`src/rtl/bw_mult_pkg.sv`:
```
`timescale 1ns/1ps
package bw_mult_pkg;

  // Classification of a partial-product bit by how many sign bits it pairs.
  typedef enum logic [1:0] {
    PP_PLAIN  = 2'd0,  // neither operand bit is a sign bit
    PP_CROSS  = 2'd1,  // exactly one is a sign bit: enters inverted
    PP_SIGNSQ = 2'd2   // both are sign bits: positive weight
  } pp_kind_e;

  function automatic pp_kind_e pp_kind(input int row, input int col, input int n);
    logic row_sign;
    logic col_sign;
    row_sign = (row == n - 1);
    col_sign = (col == n - 1);
    if (row_sign && col_sign) return PP_SIGNSQ;
    if (row_sign ^ col_sign)  return PP_CROSS;
    return PP_PLAIN;
  endfunction

endpackage

```
`src/rtl/bw_full_adder.sv`:
```
`timescale 1ns/1ps
module bw_full_adder (
  input  logic a_i,
  input  logic b_i,
  input  logic c_i,
  output logic s_o,
  output logic c_o
);

  logic half_s;

  assign half_s = a_i ^ b_i;
  assign s_o    = half_s ^ c_i;
  assign c_o    = (a_i & b_i) | (half_s & c_i);

endmodule

```
`src/rtl/bw_pp_gen.sv`:
```
`timescale 1ns/1ps
module bw_pp_gen
  import bw_mult_pkg::*;
#(
  parameter int N = 8
) (
  input  logic [N-1:0]        mcand_i,
  input  logic [N-1:0]        mplier_i,
  output logic [N-1:0][N-1:0] pp_o      // pp_o[row][col], weight 2^(row+col)
);

  for (genvar r = 0; r < N; r++) begin : g_row
    for (genvar c = 0; c < N; c++) begin : g_col
      localparam pp_kind_e KIND = pp_kind(r, c, N);
      if (KIND == PP_CROSS) begin : g_nand
        assign pp_o[r][c] = ~(mcand_i[c] & mplier_i[r]);
      end else begin : g_and
        assign pp_o[r][c] = mcand_i[c] & mplier_i[r];
      end
    end
  end

endmodule

```
`src/rtl/bw_csa_array.sv`:
```
`timescale 1ns/1ps
module bw_csa_array #(
  parameter int N = 8
) (
  input  logic [N-1:0][N-1:0] pp_i,
  output logic [N-1:0]        low_o,     // product bits 0..N-1
  output logic [N-2:0]        sum_hi_o,  // weights N..2N-2
  output logic [N-1:0]        carry_hi_o // weights N..2N-1
);

  // s_row[r][c] has weight 2^(r+c); c_row[r][c] has weight 2^(r+c+1).
  logic [N-1:0][N-1:0] s_row;
  logic [N-1:0][N-1:0] c_row;

  assign s_row[0] = pp_i[0];
  assign c_row[0] = '0;

  for (genvar r = 1; r < N; r++) begin : g_row
    for (genvar c = 0; c < N; c++) begin : g_col
      logic b_in;
      if (c == N - 1) begin : g_edge
        // Left edge: row 1 carries the correction one at weight 2^N.
        if (r == 1) begin : g_corr
          assign b_in = 1'b1;
        end else begin : g_zero
          assign b_in = 1'b0;
        end
      end else begin : g_inner
        assign b_in = s_row[r-1][c+1];
      end

      bw_full_adder u_fa (
        .a_i (pp_i[r][c]),
        .b_i (b_in),
        .c_i (c_row[r-1][c]),
        .s_o (s_row[r][c]),
        .c_o (c_row[r][c])
      );
    end
  end

  for (genvar r = 0; r < N; r++) begin : g_low
    assign low_o[r] = s_row[r][0];
  end

  assign sum_hi_o   = s_row[N-1][N-1:1];
  assign carry_hi_o = c_row[N-1];

endmodule

```
`src/rtl/bw_ripple_row.sv`:
```
`timescale 1ns/1ps
module bw_ripple_row #(
  parameter int W = 8
) (
  input  logic [W-1:0] a_i,
  input  logic [W-1:0] b_i,
  output logic [W-1:0] sum_o   // modulo 2^W, carry out discarded
);

  logic [W-1:0] cy;

  assign cy[0] = 1'b0;

  for (genvar k = 0; k < W; k++) begin : g_bit
    if (k == W - 1) begin : g_top
      assign sum_o[k] = a_i[k] ^ b_i[k] ^ cy[k];
    end else begin : g_cell
      bw_full_adder u_fa (
        .a_i (a_i[k]),
        .b_i (b_i[k]),
        .c_i (cy[k]),
        .s_o (sum_o[k]),
        .c_o (cy[k+1])
      );
    end
  end

endmodule

```
`src/rtl/bw_signed_mult.sv`:
```
`timescale 1ns/1ps
module bw_signed_mult #(
  parameter int N = 8
) (
  input  logic [N-1:0]   x_i,
  input  logic [N-1:0]   y_i,
  output logic [2*N-1:0] p_o
);

  localparam int PW = 2 * N;

  logic [N-1:0][N-1:0] pp;
  logic [N-1:0]        low;
  logic [N-2:0]        sum_hi;
  logic [N-1:0]        carry_hi;
  logic [N-1:0]        top_a;
  logic [N-1:0]        top_sum;

  bw_pp_gen #(.N(N)) u_pp (
    .mcand_i  (x_i),
    .mplier_i (y_i),
    .pp_o     (pp)
  );

  bw_csa_array #(.N(N)) u_array (
    .pp_i       (pp),
    .low_o      (low),
    .sum_hi_o   (sum_hi),
    .carry_hi_o (carry_hi)
  );

  // Second correction one sits at weight 2^(2N-1), the top bit of this row.
  assign top_a = {1'b1, sum_hi};

  bw_ripple_row #(.W(N)) u_final (
    .a_i   (top_a),
    .b_i   (carry_hi),
    .sum_o (top_sum)
  );

  assign p_o = {top_sum, low};

  if (PW != 2 * N) begin : g_never
    $error("bw_signed_mult: width mismatch");
  end

endmodule

```
`config.mk`:
```
export PLATFORM = sky130hd
export DESIGN_NAME = bw_signed_mult
export DESIGN_NICKNAME = d
export VERILOG_FILES = /design/src/rtl/bw_mult_pkg.sv /design/src/rtl/bw_full_adder.sv /design/src/rtl/bw_pp_gen.sv /design/src/rtl/bw_csa_array.sv /design/src/rtl/bw_ripple_row.sv /design/src/rtl/bw_signed_mult.sv
export SDC_FILE = /design/constraint.sdc
export NUM_CORES = 1
export LEC_CHECK = 0
export ABC_AREA = 1
export BUFFER_PORTS_ARGS = -buffer_cell sky130_fd_sc_hd__buf_2
export CAP_MARGIN = 15
export CORE_UTILIZATION = 60
export DETAILED_ROUTE_END_ITERATION = 7
export GPL_TIMING_DRIVEN = 0
export PLACE_DENSITY = 0.87
export SLEW_MARGIN = 40
export SYNTH_ARGS = -nofsm -noshare
export SYNTH_HDL_FRONTEND = slang
export SYNTH_SLANG_ARGS = --single-unit
```
`constraint.sdc`:
```
create_clock -name vclk -period 9.87
set_input_delay 1.4805 -clock vclk [all_inputs]
set_output_delay 1.4805 -clock vclk [all_outputs]
set_load 0.1 [all_outputs]
```
==> summary.txt <==
status: finished, violations left
failing checks: design-rule violations
RSZ-0062 raised after global routing: no
Synth Instances: 222
WL per Instance: 11.1 um
Data arrival, critical path: 8.12 ns
cell area after synthesis: 1880 um^2
effective utilization at floorplan: 65.9%
Worst slew margin: 67.9%
Die Area: 3360 um^2
Seq. cell area: 0 um^2
setup_tns: 0 ns
hold endpoint: p_o[0]
Post CTS Setup Buffer Count: 0
mux cell area share after synthesis: 0%
total number of vias: 1307
chip width: 58.0 um
final period demand of the worst path: 9.60 ns
Slew Limit Fails: 0
hold_ws: 3.43 ns
HP Class: in -> out
Ant. Diodes: 0
synth unique cells: 8
largest net degree at the start of global routing: 9
GR Overflow Total: 0
Fmax: 104 MHz
total of max-cap violations: 0
largest family of logic cells by synthesized area: adder cells
# port buffers: 16
Rows: 19
Placement Cell Area: 2000 um^2
Final Cycle Share: 97.3%
# hold bufs at CTS: 0
DR pass1 iterations: 6
HPWL after DPL: 2770 um
yosys warns: 0
initial drt markers: 14
Hold Startpoint: x_i[0]
CP endpoint kind: primary output
average cell area after synthesis: 8.47 um^2
GPL Wtd Cong: 0.728
Layout Nets: 318
register area share after synthesis: 0%
Final ANT Viol Nets: 0
first-pass GRT wire length: 5500 um
fin util: 70.0%
die height: 58.0 um
Resized Gates After CTS: 0
Total GRT Usage: 21.0%
Worst setup SP type: primary input
Layout clock buffers: 0
Post-Synth Adder-Cell Area: 60.5%
CP max FO: 8
final wirelength: 2990 um
syn nets: 300
number of global-route vias before repair: 1360
final instance area: 2000 um^2
initial antenna violation count: 0
Worst-Margin Slew: 0.485 ns
Final Hold Viols: 0
P&R area growth vs syn: 6.33%
post-synthesis compound-gate area fraction: 0%
Synth Area in Simple Gates: 13.8%
# DRC: 3
share of cells above drive strength 1: 19.7%
core area: 2850 um^2
FFs & Latches: 0
I/O Pins: 32
final setup fails: 0
Worst Hold Depth: 4
worst setup path category: in -> out
Worst EP required: 8.39 ns
via/cell ratio: 4.86
xor and xnor area share after synthesis: 0%
critical path, stage by stage:
cell and delay, ns:
buf_4 0.14, nand2_1 0.06, inv_1 0.04, ha_1 0.28, inv_1 0.09, fa_1 0.45
fa_1 0.50, fa_1 0.42, fa_1 0.53, fa_1 0.45, fa_1 0.52, inv_1 0.04
ha_1 0.20, fa_1 0.37, fa_1 0.38, fa_1 0.38, fa_1 0.39, fa_1 0.40
fa_1 0.49, buf_4 0.09, buf_2 0.40
cells by family after synthesis:
kind of cell / Yosys count
buf+inv: 93
simple gates: 67
fa+ha+maj: 62
worst max path at each step:
stage / start / to / slack (ns) / depth (start not counted)
2_1_floorplan: x_i[6] / p_o[15] / 0.30 / 22
3_3_place_gp: x_i[6] / p_o[14] / 0.34 / 21
3_5_place_dp: x_i[6] / p_o[14] / 0.22 / 21
4_1_cts: x_i[6] / p_o[14] / 0.21 / 21
5_1_grt: x_i[6] / p_o[15] / 0.07 / 23
6_report: x_i[6] / p_o[14] / 0.27 / 21
metal layers:
| layer | GRT usage [%] | part of all wire, % |
|---|---|---|
| met4 | 2.72 | 1.2 |
| met2 | 44.5 | 59 |
| met1 | 22.9 | 36 |
| met5 | 0 | 0 |
| met3 | 1.34 | 3.0 |
synthesized netlist by cell type (all sizes together):
cell | count | area share, %
ha | 14 | 9.3
inv | 63 | 13
buf | 30 | 13
fa | 48 | 51
nand2 | 67 | 14
metrics by stage:
| stage | std cells | setup WS, ns |
|---|---|---|
| 2_1_floorplan | 222 | 0.295 |
| 3_3_place_gp | 269 | 0.343 |
| 3_5_place_dp | 269 | 0.219 |
| 4_1_cts | 269 | 0.213 |
| 5_1_grt | 269 | 0.0739 |
| 6_report | 269 | 0.266 |
final cells by class:
cell class,instances,area (um^2)
multi-input cells,129,1400
inverters,63,236
repair buffers,16,80.1
fillers,253,855
well taps,31,38.8
plain buffers,30,248
cells in the final DEF (no fill, tap or decap):
cell     instances
ha_1            14
buf_4           19
nand2_1         66
buf_6            8
buf_2           19
nand2_4          1
inv_1           63
fa_1            48
Power is not shown: default switching activity piles up to over one toggle a cycle in this logic, so the estimate is an artifact.
